## config.mk

```make
export PLATFORM = sky130hd
export DESIGN_NAME = strb_rx
export DESIGN_NICKNAME = d
export VERILOG_FILES = /design/src/rtl/strb_rx_pkg.sv /design/src/rtl/strb_burst_gap.sv /design/src/rtl/strb_byte_fsm.sv /design/src/rtl/strb_rx.sv
export SDC_FILE = /design/constraint.sdc
export NUM_CORES = 1
export LEC_CHECK = 0
export BUFFER_PORTS_ARGS = -buffer_cell sky130_fd_sc_hd__buf_2
export CORE_AREA = 10 10 74 76
export CTS_BUF_LIST = sky130_fd_sc_hd__clkbuf_8
export CTS_CLUSTER_SIZE = 8
export DETAILED_ROUTE_END_ITERATION = 8
export DIE_AREA = 0 0 84 86
export GPL_ROUTABILITY_DRIVEN = 0
export GPL_TIMING_DRIVEN = 0
export PLACE_DENSITY_LB_ADDON = 0.2
export SLEW_MARGIN = 5
export SYNTH_ARGS = -nofsm -noshare
export SYNTH_HDL_FRONTEND = slang
export SYNTH_SLANG_ARGS = --single-unit
export TNS_END_PERCENT = 50
```

## constraint.sdc

```tcl
create_clock -name clk -period 4.1 [get_ports clk]
set_clock_uncertainty 0.2 [all_clocks]
set_input_delay 0.82 -clock clk [delete_from_list [all_inputs] [get_ports clk]]
set_output_delay 0.82 -clock clk [all_outputs]
set_load 0.005 [all_outputs]
```

## src/rtl/strb_rx_pkg.sv

```systemverilog
package strb_rx_pkg;

    typedef enum logic [2:0] {
        BK_ONE   = 3'd0,
        BK_ZERO  = 3'd1,
        BK_PROBE = 3'd2,
        BK_CLEAR = 3'd3,
        BK_ODD   = 3'd4
    } burst_kind_e;

    typedef enum logic {
        ST_IDLE = 1'b0,
        ST_RX   = 1'b1
    } rx_state_e;

    function automatic burst_kind_e classify(input logic [2:0] len);
        case (len)
            3'd1:    return BK_ONE;
            3'd2:    return BK_ZERO;
            3'd3:    return BK_PROBE;
            3'd4:    return BK_CLEAR;
            default: return BK_ODD;
        endcase
    endfunction

endpackage

```

## src/rtl/strb_burst_gap.sv

```systemverilog
module strb_burst_gap #(
    parameter int GAP   = 64,
    parameter int LEN_W = 3
) (
    input  logic             clk,
    input  logic             rst_n,
    input  logic             strobe_i,
    output logic             done_o,
    output logic [LEN_W-1:0] len_o
);
    localparam int GAP_W = $clog2(GAP + 1);
    localparam logic [GAP_W-1:0] GAP_LAST = GAP_W'(GAP - 1);
    localparam logic [LEN_W-1:0] LEN_MAX  = '1;

    typedef struct packed {
        logic             strb;
        logic             active;
        logic [GAP_W-1:0] gap;
        logic [LEN_W-1:0] len;
    } gap_state_t;

    gap_state_t s_d, s_q;
    logic       rise;
    logic       done;

    always_comb begin
        s_d    = s_q;
        done   = 1'b0;
        rise   = strobe_i & ~s_q.strb;
        s_d.strb = strobe_i;
        if (rise) begin
            s_d.active = 1'b1;
            s_d.gap    = '0;
            if (!s_q.active)
                s_d.len = LEN_W'(1);
            else if (s_q.len != LEN_MAX)
                s_d.len = s_q.len + LEN_W'(1);
        end else if (s_q.active) begin
            if (s_q.gap == GAP_LAST) begin
                done       = 1'b1;
                s_d.active = 1'b0;
                s_d.gap    = '0;
                s_d.len    = '0;
            end else begin
                s_d.gap = s_q.gap + GAP_W'(1);
            end
        end
    end

    always_ff @(posedge clk) begin
        if (!rst_n) s_q <= '0;
        else        s_q <= s_d;
    end

    assign done_o = done;
    assign len_o  = s_q.len;

    p_done_len_r2: assert property (@(posedge clk) disable iff (!rst_n)
        done_o |-> (len_o != '0));

    p_done_once_r2: assert property (@(posedge clk) disable iff (!rst_n)
        done_o |=> !done_o);

endmodule

```

## src/rtl/strb_byte_fsm.sv

```systemverilog
module strb_byte_fsm
    import strb_rx_pkg::*;
#(
    parameter int          RESP_W     = 32,
    parameter logic [7:0]  READY_CODE = 8'h90
) (
    input  logic              clk,
    input  logic              rst_n,
    input  logic              done_i,
    input  logic [2:0]        len_i,
    input  logic              sink_ready_i,
    output logic [RESP_W-1:0] resp_o,
    output logic              byte_valid_o,
    output logic [7:0]        byte_o,
    output logic              err_o,
    output logic              link_up_o,
    output logic              cmd_valid_o
);
    typedef struct packed {
        rx_state_e  state;
        logic [6:0] sh;
        logic [2:0] nbits;
        logic [7:0] data;
        logic       valid;
        logic       cmd_valid;
        logic       err;
        logic       link;
    } fsm_t;

    fsm_t        f_d, f_q;
    burst_kind_e kind;
    logic [7:0]  nxt;

    always_comb begin
        f_d           = f_q;
        f_d.valid     = 1'b0;
        f_d.cmd_valid = 1'b0;
        kind          = classify(len_i);
        nxt           = {f_q.sh, (kind == BK_ONE)};
        if (done_i) begin
            case (f_q.state)
                ST_IDLE: begin
                    if (kind == BK_PROBE && sink_ready_i) begin
                        f_d.state = ST_RX;
                        f_d.nbits = '0;
                    end else if (kind == BK_CLEAR) begin
                        f_d.err = 1'b0;
                    end
                end
                ST_RX: begin
                    case (kind)
                        BK_ONE, BK_ZERO: begin
                            f_d.sh = nxt[6:0];
                            if (f_q.nbits == 3'd7) begin
                                f_d.state     = ST_IDLE;
                                f_d.valid     = 1'b1;
                                f_d.data      = nxt;
                                f_d.cmd_valid = f_q.link;
                                if (nxt == READY_CODE) f_d.link = 1'b1;
                            end else begin
                                f_d.nbits = f_q.nbits + 3'd1;
                            end
                        end
                        BK_CLEAR: begin
                            f_d.state = ST_IDLE;
                            f_d.err   = 1'b0;
                        end
                        default: begin
                            f_d.state = ST_IDLE;
                            f_d.err   = 1'b1;
                        end
                    endcase
                end
                default: f_d.state = ST_IDLE;
            endcase
        end
    end

    always_ff @(posedge clk) begin
        if (!rst_n) f_q <= '0;
        else        f_q <= f_d;
    end

    assign resp_o       = (f_q.state == ST_IDLE && sink_ready_i) ? '1 : '0;
    assign byte_valid_o = f_q.valid;
    assign byte_o       = f_q.data;
    assign err_o        = f_q.err;
    assign link_up_o    = f_q.link;
    assign cmd_valid_o  = f_q.cmd_valid;

    p_valid_after_burst_r3: assert property (@(posedge clk) disable iff (!rst_n)
        byte_valid_o |-> $past(done_i));

    p_valid_single_r3: assert property (@(posedge clk) disable iff (!rst_n)
        byte_valid_o |=> !byte_valid_o);

    p_no_resp_after_probe_r4: assert property (@(posedge clk) disable iff (!rst_n)
        (done_i && f_q.state == ST_IDLE && len_i == 3'd3 && sink_ready_i)
        |=> (resp_o == '0));

    p_err_on_burst_r7: assert property (@(posedge clk) disable iff (!rst_n)
        $rose(err_o) |-> $past(done_i));

    p_link_sticky_r9: assert property (@(posedge clk) disable iff (!rst_n)
        link_up_o |=> link_up_o);

    p_cmd_with_byte_r10: assert property (@(posedge clk) disable iff (!rst_n)
        cmd_valid_o |-> (byte_valid_o && link_up_o));

endmodule

```

## src/rtl/strb_rx.sv

```systemverilog
module strb_rx #(
    parameter int         GAP        = 64,
    parameter int         RESP_W     = 32,
    parameter logic [7:0] READY_CODE = 8'h90
) (
    input  logic              clk,
    input  logic              rst_n,
    input  logic              strobe_i,
    input  logic              sink_ready_i,
    output logic [RESP_W-1:0] resp_o,
    output logic              byte_valid_o,
    output logic [7:0]        byte_o,
    output logic              err_o,
    output logic              link_up_o,
    output logic              cmd_valid_o,
    output logic [4:0]        cmd_sel_o,
    output logic [2:0]        cmd_opt_o
);
    localparam int LEN_W = 3;

    logic             burst_done;
    logic [LEN_W-1:0] burst_len;

    strb_burst_gap #(.GAP(GAP), .LEN_W(LEN_W)) u_gap (
        .clk      (clk),
        .rst_n    (rst_n),
        .strobe_i (strobe_i),
        .done_o   (burst_done),
        .len_o    (burst_len)
    );

    strb_byte_fsm #(.RESP_W(RESP_W), .READY_CODE(READY_CODE)) u_fsm (
        .clk          (clk),
        .rst_n        (rst_n),
        .done_i       (burst_done),
        .len_i        (burst_len),
        .sink_ready_i (sink_ready_i),
        .resp_o       (resp_o),
        .byte_valid_o (byte_valid_o),
        .byte_o       (byte_o),
        .err_o        (err_o),
        .link_up_o    (link_up_o),
        .cmd_valid_o  (cmd_valid_o)
    );

    assign cmd_sel_o = byte_o[7:3];
    assign cmd_opt_o = byte_o[2:0];

endmodule

```

Yosys cells after proc, flatten, opt, wreduce, memory -nomap -nowiden
Cells that the tools add are included.

Add/sub/neg operators: 3. Muxes and demuxes: 25. Bitwise gates (word level): 4. Reductions and logical operators: 15. Equal/unequal tests: 18.

Operators by type and width (number): 2-to-1 mux 32 bit (1); 2-to-1 mux 11 bit (2); AND reduction 4 bit (4); 2-to-1 mux 3 bit (5); 2-to-1 mux 13 bit (1); equality test 3 x 2 -> 1 bit (second input constant) (4); case mux 3 bit (4 select lines) (1); 2-to-1 mux 10 bit (1); AND reduction 5 bit (2); 2-to-1 mux 1 bit (9); equality test 8 bit (second input constant) (1); inequality test 2 bit (second input constant) (4); adder 7 x 1 -> 7 bit (second input constant) (1); equality test 7 x 6 -> 1 bit (second input constant) (1); 2-to-1 mux 7 bit (1); adder 3 x 1 -> 3 bit (second input constant) (2); equality test 3 x 1 -> 1 bit (second input constant) (2); equality test 3 bit (second input constant) (2); inequality test 3 bit (second input constant) (2); case mux 1 bit (2 select lines) (3); case mux 3 bit (2 select lines) (1); AND reduction 3 bit (2); inequality test 2 x 1 -> 1 bit (second input constant) (2); nonzero test 2 bit (2); 5 further kinds (9).

Register bits after elaboration: 35. Word-level logic and storage cells: 77. Output and inout port bits: 52.

Longest topological paths before layout
Gate-level depths: netlist of run 1.

Depth in word-level cells: 6. Gate-level depth with buffers: 7. Depth with buffers taken out: 6.

Hierarchy
Synthesis of run 1 repeated with hierarchy kept, for this count alone.

Cells, all modules: 222. Area, all modules: 1981.9 µm².

Modules (own cells, without submodules): strb_byte_fsm (seq. area each 460.4 µm², area each 1308.8 µm², cells each 146, times used 1); strb_burst_gap (seq. area each 240.2 µm², area each 613.1 µm², cells each 68, times used 1); strb_rx (seq. area each 0.0 µm², area each 60.1 µm², cells each 8, times used 1).

Least setup slack after synthesis of run 1
OpenSTA, ideal clock, no wires.

Kind: input port to output port. From: input port sink_ready_i. To: output port resp_o[10]. Path slack: 0.846 ns. Buffers on the path: 1. Stages on the path: 2. Data required time: 3.080 ns. Data arrival time: 2.234 ns. Path through: nor2b_1 > buf_4.

Cells in the longest elaborated chain, start to end: 2.

Ends and longest elaborated chain: from (decl) (line strb_rx.sv:9) `input logic sink_ready_i,`; logical AND 1 bit (line strb_byte_fsm.sv:84) `assign resp_o = (f_q.state == ST_IDLE && sink_ready_i) ? '1 : '0;`; 2-to-1 mux 32 bit (line strb_byte_fsm.sv:84); to (decl) (line strb_rx.sv:10) `output logic [RESP_W-1:0] resp_o,`.

No other way between the ends.

Worst setup path in the final report of run 1
From: input port sink_ready_i. To: output port resp_o[17].

Same word-level chain as after synthesis.

==> results.md, run 1 <==
- Die width: between 80 and 90 um
- R2R setup slack: slightly below 2 ns
- Post-Place Cells: 313
- DRT iter0 DRCs: 33
- ANT nets after route: 0
- Port bufs: 54
- Vias per inst: between 4 and 5
- Startpoint Class: input pin
- Wire length per cell: approximately 13 um
- R2r startpoint: u_gap.s_q[3]
- Final min period: between 2 and 3 ns
- Core Box Area: between 3000 and 4000 um^2
- Worst Hold Slack: around 0.27 ns
- Power density over the cells: slightly above 300 nW/um^2
- Slowest cell on the critical path: nor2b_2
- TritonCTS clock tree: yes
- Maximum VDD drop: about 0.37 mV
- RSZ-0062 raised after global routing: no
- Final Max Tran Viols: 0
- Delay-heaviest family, CP: buffers and inverters
- Number of synthesized register bits: 35
- Final Hold Viols: 0
- Ys Warns: 0
- First-pass GRT wire length: 6872 um
- Syn_nets: 220
- Die H: approximately 86 um
- Yosys cell types: 39
- Max_cap viols: 0
- Class of the worst hold path: reg2reg
- Mapped Cells: ~210
- Setup bufs post-CTS: 0
- Detailed placement HPWL: between 3000 and 4000 um
- Drc violations: 0
- CTS Buffer Depth: 2
- # nets final: 282
- Hold Crit Start: u_fsm.f_q[13]
- Clock-pin slew of the registers on the worst-case setup and hold paths: approximately 0.070 ns
- Hold Crit Depth: 2
- Root Driver: clkbuf_8
- Total Power: around 0.74 mW
- Area of the die: roughly 7200 um^2
- CTS Sinks: 35
- Status: finished, final reports clean
- Worst Setup End Kind: output port
- Number of global-route vias before repair: 1416
- Hold EP: u_fsm.f_q[13]
- Routed vias: 1488
- Sequential-to-total area share from yosys stat: 0.3634
- Leak: ~1.1 nW
- Layout cells sized above 1: 0.4502
- Tightest Pin Transition: ~0.63 ns
- Largest net degree at the start of global routing: 18
- Worst path required time: between 3 and 4 ns
- Worst-skew pair later-pin latency: about 0.29 ns
- Period utilisation layout: 0.6991
- Cell chain of the critical path: buf_2, nor2b_2, buf_6, buf_4, buf_2
- Max stage delay on crit path: 0.48 ns
- H-tree depth: 2
- Post-cts sizing count: 0
- Post-Layout Cell Count: 321
- Boundary Pins: 56
- Most used cell, CP: buf_2
- Initial core utilization: 0.4855
- Crit path kind: in2out
- GRT Total Usage: 0.1157
- Initial antenna violation count: 0
- CP max FO: 17
- CTS Buf Count: 5
- Mean post-synth cell area: 9.270 um^2
- Buf/Inv on CP: 4
- CP arrival: 1.85 ns
- Total overflow reported by the global router: 0
- Setup TNS Final: 0 ns
- Reg-to-Reg End: u_fsm.byte_o[7]
- F_max: 0.3489 GHz
- Antenna diode count: 0
- Total Wirelength: 4039 um
- Post-Syn Area: around 1900 um^2
- Worst slew margin: 0.5762
- Final setup viols: 0
- FP Rows: 23
- Cts hold-fix bufs: 0
- R2R depth: 6
- Layout area overhead: 24.08%
- First-pass DRT Iterations: 4
layout make-up:
type | instances | area [um^2]
flip-flops and latches | 35 | 700.7
inverters | 5 | 18.77
plain buffers | 53 | 396.6
fillers | 355 | 1579
clock buffers | 6 | 82.58
multi-input cells | 115 | 814.5
repair buffers | 55 | 281.5
clock inverters | 2 | 35.03
well taps | 50 | 62.56
through the flow:
| stage | util | worst slack, ns | instance area (um^2) |
|---|---|---|---|
| 3_5_place_dp | 0.5728 | 1.218 | 2275 |
| 4_1_cts | 0.6024 | 1.206 | 2392 |
| 2_1_floorplan | - | 0.8463 | 1928 |
| 3_3_place_gp | 0.5693 | 0.4325 | 2261 |
| 5_1_grt | 0.6024 | 1.109 | 2392 |
| 6_report | 0.6024 | 1.234 | 2392 |
routing by layer:
metal / part of all wire / track usage / vias to the layer above
li1: - / - / 783
met1: 0.43 / 0.1222 / 665
met2: 0.49 / 0.1958 / 34
met3: 0.072 / 0.05203 / 6
met4: 0.016 / 0.05023 / 0
met5: 0 / 0 / -
where the power goes:
| group | switching [mW] | total [mW] | internal, mW |
|---|---|---|---|
| Sequential | 0.00190 | 0.345 | 0.343 |
| Combinational | 0.0345 | 0.0737 | 0.0392 |
| Clock | 0.128 | 0.324 | 0.197 |
| Total | 0.164 | 0.743 | 0.579 |
cell usage after synthesis, drive strengths merged:
cell type	n	area [um^2]
o21a	2	15.01
nor4	2	27.53
buf	50	385.4
o31ai	1	7.510
nand2b	1	6.260
a2bb2oi	2	17.52
nor2b	3	18.77
nor3	4	25.02
and3	5	31.28
nand3	3	15.01
xnor2	1	8.760
a21oi	3	15.01
xor2	3	26.28
or3	1	6.260
nor4bb	1	10.01
nand2	24	90.09
and4	1	11.26
mux2i	16	160.2
inv	5	18.77
a211oi	1	7.510
or4b	1	10.01
nand4b	1	8.760
mux2	3	33.78
a22o	1	8.760
nand4	4	40.04
o211a	1	10.01
o21ai	6	30.03
and2	2	12.51
a31oi	1	6.260
ha	8	100.1
clkbuf	3	11.26
dfxtp	35	700.7
nand3b	1	7.510
nor2	12	45.04
tightest hold or removal path, stage by stage (launching register included):
cell	delay, ns
dfxtp_1	0.32
nand2_1	0.05
o21ai_0	0.06
state kept, by name (all words and copies together), names as in the netlist:
name	flops
u_fsm.link_up_o	1
u_fsm.byte_valid_o	1
u_gap.s_q	9
u_fsm.f_q	11
u_fsm.cmd_valid_o	1
u_fsm.err_o	1
u_fsm.byte_o	8
u_gap.len_o	3
kinds of logic (layout without fill, tap and decap cells):
kind of cell / Yosys count / count (layout) / synth area share
AND/OR/NAND/NOR: 66 / 66 / 0.1895
AO/OA/AOI/OAI: 18 / 18 / 0.06100
multiplexers: 19 / 19 / 0.1006
adder cells (fa/ha/maj): 8 / 8 / 0.05192
XOR/XNOR: 4 / 4 / 0.01817
buffers and inverters: 58 / 121 / 0.2154
flip-flops: 35 / 35 / 0.3634
worst max path at each step:
stage / depth (start not counted) / from / end / slack, ns
final: 5 / sink_ready_i / resp_o[17] / 1.23
after global routing: 5 / sink_ready_i / resp_o[19] / 1.11
after CTS: 5 / sink_ready_i / resp_o[8] / 1.21
after detailed placement: 5 / sink_ready_i / resp_o[8] / 1.22
after global placement: 4 / sink_ready_i / resp_o[13] / 0.43
after floorplan: 2 / sink_ready_i / resp_o[10] / 0.85
placed cells by master, fill, tap and decap left out, drive strengths merged, types with 2 or more instances in the layout:
master	instances
buf	105
dfxtp	35
nand2	24
mux2i	16
nor2	12
clkbuf	9
ha	8
o21ai	6
inv	5
and3	5
nand4	4
nor3	4
mux2	3
nand3	3
a21oi	3
xor2	3
nor2b	3
o21a	2
and2	2
a2bb2oi	2
nor4	2
No activity file was read; power rests on OpenSTA's default activity.
==> run 2: changes to the inputs <==
--- a/config.mk
+++ b/config.mk
@@ -5,12 +5,13 @@
 export SDC_FILE = /design/constraint.sdc
 export NUM_CORES = 1
 export LEC_CHECK = 0
+export ABC_AREA = 1
 export BUFFER_PORTS_ARGS = -buffer_cell sky130_fd_sc_hd__buf_2
-export CORE_AREA = 10 10 74 76
+export CORE_AREA = 10 10 76 78
 export CTS_BUF_LIST = sky130_fd_sc_hd__clkbuf_8
 export CTS_CLUSTER_SIZE = 8
 export DETAILED_ROUTE_END_ITERATION = 8
-export DIE_AREA = 0 0 84 86
+export DIE_AREA = 0 0 86 88
 export GPL_ROUTABILITY_DRIVEN = 0
 export GPL_TIMING_DRIVEN = 0
 export PLACE_DENSITY_LB_ADDON = 0.2
==> constraint.sdc (replaced) <==
create_clock -name clk -period 2.7 [get_ports clk]
set_clock_uncertainty 0.2 [all_clocks]
set_input_delay 0.54 -clock clk [delete_from_list [all_inputs] [get_ports clk]]
set_output_delay 0.54 -clock clk [all_outputs]
set_load 0.005 [all_outputs]
==> run 2 against run 1 <==
Against the previous run: die area rose by 4.8%; global-route usage decreased by 0.089 points; clock power up 23%; hold slack worse by 0.039 ns; via count up 18%; first-iteration DRC count grew to 3.0 times the previous value; critical endpoint is now resp_o[27].
==> results.md, run 2 <==
- Status: finished, final reports clean
- F_max: between 0.4 and 0.5 GHz
- Sequential power share: 0.499
- R2R setup slack: just under 0.9 ns
- Total overflow reported by the global router: 0
- Layout cells sized above 1: 0.3798
- Leak: approximately 1.4 nW
- Commonest cells post-synth: 48 x buf_4, 46 x nand2_1, 42 x nor2_1
- CTS Sinks: 35
- GRT Total Usage: 0.1148
- Async set-reset flop share out of synthesis: 0
- Largest family of logic cells by synthesized area: simple AND/OR/NAND/NOR gates
- Synth Area in Compound Gates: 0.04392
- Cell taking the most area after synthesis: dfxtp_1
- Worst slew margin: 0.5979
- Setup crit start: u_fsm.f_q[22]
- Routed vias: around 1800
- Total Wirelength: between 4000 and 5000 um
- First-pass DRT Iterations: 4
- Final Max Tran Viols: 0
- Area of the die: around 7600 um^2
- Largest register FFs: 11
- Post-synth EDFFs: 0
- Die width: between 80 and 90 um
- CTS Buffer Depth: 2
- Post-synthesis mux area share: 0
- Commonest non-fill, non-tap cell in the layout: buf_2
- Drc violations: 0
- Antenna diode count: 0
- Post-cts sizing count: 0
- DRT iter0 DRCs: 100
- Clock-pin slew of the registers on the worst-case setup and hold paths: approximately 0.08 ns
- Root Driver: clkbuf_8
- # nets final: between 300 and 400
- Initial antenna violation count: 0
- Switching Share: 0.2711
- Flip-flop and latch area: roughly 700 um^2
- Fin area: 2525 um^2
- Core Box Area: about 4300 um^2
- Initial core utilization: 0.4843
- Number of global-route vias before repair: around 1600
- Ys Warns: 0
- Hold Crit Depth: 3
- Comb power frac: 0.121
- Crit path kind: reg2out
- Reg-to-Reg End: u_fsm.byte_o[0]
- Worst Setup End Kind: output port
- Syn_nets: ~290
- Post-Synth Adder-Cell Area: 0.04813
- Worst path required time: 1.96 ns
- Boundary Pins: between 50 and 60
- Die H: approximately 88 um
- Synth Flop Type: dfxtp_1
- First-pass GRT wire length: 7148 um
- Simple-Gate Fraction of Synth Area: 0.3309
- Largest Register: u_fsm.f_q
- CTS Buf Count: 5
- Synth area leaders: dfxtp_1 34%, buf_4 17%, nand2_1 8.3%
- Startpoint Class: flop
- H-tree depth: 2
- TritonCTS clock tree: yes
- CP max FO: 29
- Area occupied by multi-input gates: between 900 and 1000 um^2
- Mean post-synth cell area: between 7 and 8 um^2
- Power density over the cells: between 400 and 500 nW/um^2
- CP arrival: between 1 and 1.5 ns
- Detailed placement HPWL: around 3300 um
- Final setup viols: 0
- Final Hold Viols: 0
- Clock share of power: 0.380
- Setup bufs post-CTS: 0
- Layout area overhead: 21.42%
- Cell internal pwr: ~0.77 mW
- Period utilisation layout: 0.8043
- Commonest cells after routing, fill and taps aside: 54 x buf_2, 48 x buf_4, 46 x nand2_1
- Net Switching: 0.2858 mW
- Number of synthesized register bits: 35
- Number of fill cells: slightly above 400
- Max_cap viols: 0
- Post-Syn Area: 2079 um^2
- R2r startpoint: u_gap.len_o[0]
- Class of the worst hold path: in2reg
- Tightest Pin Transition: between 0.5 and 0.6 ns
- Hold Crit Start: strobe_i
- R2R depth: 7
- RSZ-0062 raised after global routing: no
- Most common cell in the netlist: buf_4
- Port bufs: between 50 and 60
- Cts hold-fix bufs: 0
- ANT nets after route: 0
- Placed cell areas: about 2400 um^2
- Sequential-to-total area share from yosys stat: 0.3369
- Mapped Cells: approximately 270
- Maximum VDD drop: 0.2752 mV
- Hold EP: u_gap.s_q[11]
- Setup TNS Final: 0 ns
- Synth Area in XOR/XNOR: 0.01264
- Post-synth top area share: 0.3369
- Largest net degree at the start of global routing: 30
- Worst-skew pair later-pin latency: around 0.30 ns
- FP Rows: 24
- Final min period: ~2.2 ns
- Yosys cell types: 26
- Vias per inst: ~4.5
- Wire length per cell: between 10 and 15 um
==> run 2: stage by stage <==
step	hold slack (ns)	power (mW)	std cells	utilization	setup WS [ns]
final	0.2274	1.054	389	0.5880	0.5283
after global routing	0.2630	1.095	389	0.5880	0.4230
after CTS	0.2207	1.066	389	0.5880	0.4981
after detailed placement	0.2565	0.6687	381	0.5664	0.6149
after global placement	0.2381	0.6661	380	0.5624	-0.4006
after floorplan	0.2437	0.6254	274	-	0.05112
==> run 2: how the worst max path moves through the flow <==
stage / cells past startpoint / end
4_1_cts: 4 / resp_o[27]
2_1_floorplan: 3 / resp_o[10]
3_3_place_gp: 5 / resp_o[27]
5_1_grt: 4 / resp_o[26]
6_report: 4 / resp_o[27]
3_5_place_dp: 6 / resp_o[27]
==> run 2: layer usage <==
layer	vias up	share of wire	GRT usage
met5	-	0	0
met4	0	0.014	0.04491
met3	4	0.058	0.05014
met2	37	0.50	0.1961
met1	778	0.43	0.1223
li1	937	-	-
==> run 2: cell type report <==
class	count	share of cell area
multi-input combinational	161	0.3598
sequential	35	0.2775
buffer	51	0.1472
timing repair buffer	55	0.1130
inverter	27	0.04014
clock buffer	5	0.02725
tap	52	0.02577
clock inverter	3	0.009415
==> run 2: critical path: stages (launching register included) <==
cell     delay, ns
dfxtp_1       0.39
nor2_2        0.28
buf_8         0.23
buf_4         0.13
buf_2         0.10
==> run 2: cells by family (layout without fill, tap and decap cells) <==
family / count (synthesis) / count (layout)
XOR/XNOR: 3 / 3
flip-flops: 35 / 35
buffers and inverters: 78 / 141
AND/OR/NAND/NOR: 132 / 132
AO/OA/AOI/OAI: 18 / 18
adder cells (fa/ha/maj): 8 / 8
==> run 2: power by group through the flow <==
| stage | registers [mW] | logic, mW | clock network, mW |
|---|---|---|---|
| floorplan | 0.537 | 0.0881 | 0 |
| detailed placement | 0.538 | 0.130 | 0 |
| global placement | 0.538 | 0.128 | 0 |
| finish | 0.526 | 0.128 | 0.400 |
| CTS | 0.526 | 0.131 | 0.409 |
| global route | 0.527 | 0.143 | 0.425 |
==> run 3: changes to the inputs <==
==> constraint.sdc (replaced) <==
create_clock -name clk -period 2.2 [get_ports clk]
set_clock_uncertainty 0.2 [all_clocks]
set_input_delay 0.44 -clock clk [delete_from_list [all_inputs] [get_ports clk]]
set_output_delay 0.44 -clock clk [all_outputs]
set_load 0.005 [all_outputs]
==> run 3 against run 2 <==
Against the previous run: cell count stayed put; first-iteration DRC count is 3.0% higher; combinational power is 23% higher; routed wire length is 6.0% higher; sequential cell count stayed put; critical path depth is 1 lower.
==> results.md, run 3 (synthesized netlist as in run 2, its figures left out) <==
- Status: finished, final reports clean
- Core Box Area: 4294 um^2
- Cell chain of the critical path: nor2_4, buf_4, buf_2
- Wire length per cell: roughly 12 um
- H-tree depth: 2
- Initial antenna violation count: 0
- Routed vias: 1750
- Area occupied by multi-input gates: approximately 920 um^2
- Maximum VDD drop: approximately 0.42 mV
- Worst path required time: roughly 1.6 ns
- Initial core utilization: 0.4843
- Total Wirelength: ~4600 um
- Crit path kind: reg2out
- RSZ-0062 raised after global routing: no
- Die width: around 86 um
- Antenna diode count: 0
- DRT iter0 DRCs: a little over 100
- First-pass DRT Iterations: 4
- Startpoint Class: flop
- Commonest cells after routing, fill and taps aside: 54 x buf_2, 48 x buf_4, 46 x nand2_1
- Worst slew margin: 0.5761
- First-pass GRT wire length: roughly 7600 um
- ANT nets after route: 0
- Clock-pin slew of the registers on the worst-case setup and hold paths: about 0.070 ns
- Final min period: 2.001 ns
- Buf/Inv on CP: 2
- Worst slack, placed: -0.2259 ns
- Slowest cell on the critical path: dfxtp_1
- GRT Total Usage: 0.1232
- CTS Buffer Depth: 2
- Detailed placement HPWL: between 3000 and 4000 um
- Largest register FFs: 11
- CP max FO: 17
- Die H: slightly below 90 um
- Flip-flop and latch area: about 700 um^2
- CP arrival: between 1 and 1.5 ns
- Layout cells sized above 1: 0.3798
- Number of fill cells: between 400 and 500
- CTS Sinks: 35
- Final setup viols: 0
- Layout area overhead: 22.68%
- Total overflow reported by the global router: 0
- Root Driver: clkbuf_8
- Period utilisation layout: 0.9097
- Total Power: between 1 and 1.5 mW
- Port bufs: 54
- # nets final: approximately 350
- Setup bufs post-CTS: 0
- Number of global-route vias before repair: between 1500 and 2000
- Delay-heaviest family, CP: flip-flops
- Drc violations: 0
- Largest net degree at the start of global routing: 18
- Vias per inst: 4.499
- Max stage delay on crit path: around 0.44 ns
- Final worst slack: 0.1986 ns
- Worst Setup End Kind: output port
- Leak: ~1.4 nW
- CTS Buf Count: 5
- Class of the worst hold path: in2reg
- Boundary Pins: 56
- Worst-skew pair later-pin latency: roughly 0.30 ns
- Max_cap viols: 0
- Final Max Tran Viols: 0
- Final Hold Viols: 0
- Commonest non-fill, non-tap cell in the layout: buf_2
- Power density over the cells: roughly 550 nW/um^2
- Largest Register: u_fsm.f_q
- FP Rows: 24
- Area of the die: 7568 um^2
- Tightest Pin Transition: 0.6292 ns
- F_max: 0.4996 GHz
- TritonCTS clock tree: yes
-- run 3: layer usage --
layer,wire (um),up-vias,GRT usage
met1,1921,771,0.1328
met2,2355,33,0.2143
met4,39,0,0.03743
met5,0,-,0
li1,-,941,-
met3,271,5,0.05200
-- run 3: path summary, 6_finish.rpt --
path / start / to / slack [ns] / cells past startpoint
max: u_fsm.f_q[22] / resp_o[23] / 0.20 / 3
min: strobe_i / u_gap.s_q[11] / 0.14 / 3
max reg2reg: u_gap.len_o[0] / u_fsm.byte_o[0] / 0.34 / 7
min reg2reg: u_fsm.link_up_o / u_fsm.link_up_o / 0.26 / 2
-- run 3: repair_timing --
item / 4_1_cts / 5_1_grt
hold buffers: 0 / 0
gates cloned: 1 / 0
pin swaps: 1 / 0
endpoints found under the setup margin: 35 / 15
resized for setup: 1 / 1
-- run 3: layout make-up --
type / count / area share
sequential: 35 / 0.2746
clock inverter: 2 / 0.01373
clock buffer: 6 / 0.03237
tap: 52 / 0.02550
inverter: 27 / 0.03973
multi-input combinational: 162 / 0.3624
timing repair buffer: 54 / 0.1059
buffer: 51 / 0.1457
-- run 3: worst min-delay path: stages --
cell	delay, ns
buf_2	0.08
nand2_1	0.04
inv_1	0.04
-- run 3: where the power goes --
part	leakage (nW)	internal, mW	total [mW]	switching, mW
clock	0.0612	0.367	0.608	0.241
combinational	1.09	0.0758	0.158	0.0826
sequential	0.283	0.640	0.646	0.00622
-- run 3: stage by stage --
| stage | cells | cell area (um^2) | utilization | TNS, ns | hold slack, ns |
|---|---|---|---|---|---|
| after floorplan | 274 | 2082 | - | 0 | 0.2437 |
| after global placement | 380 | 2417 | 0.5629 | -5.259 | 0.2402 |
| after detailed placement | 380 | 2417 | 0.5629 | -7.413 | 0.2498 |
| after CTS | 389 | 2546 | 0.5929 | 0 | 0.1376 |
| after global routing | 389 | 2551 | 0.5941 | 0 | 0.1613 |
| final | 389 | 2551 | 0.5941 | 0 | 0.1442 |
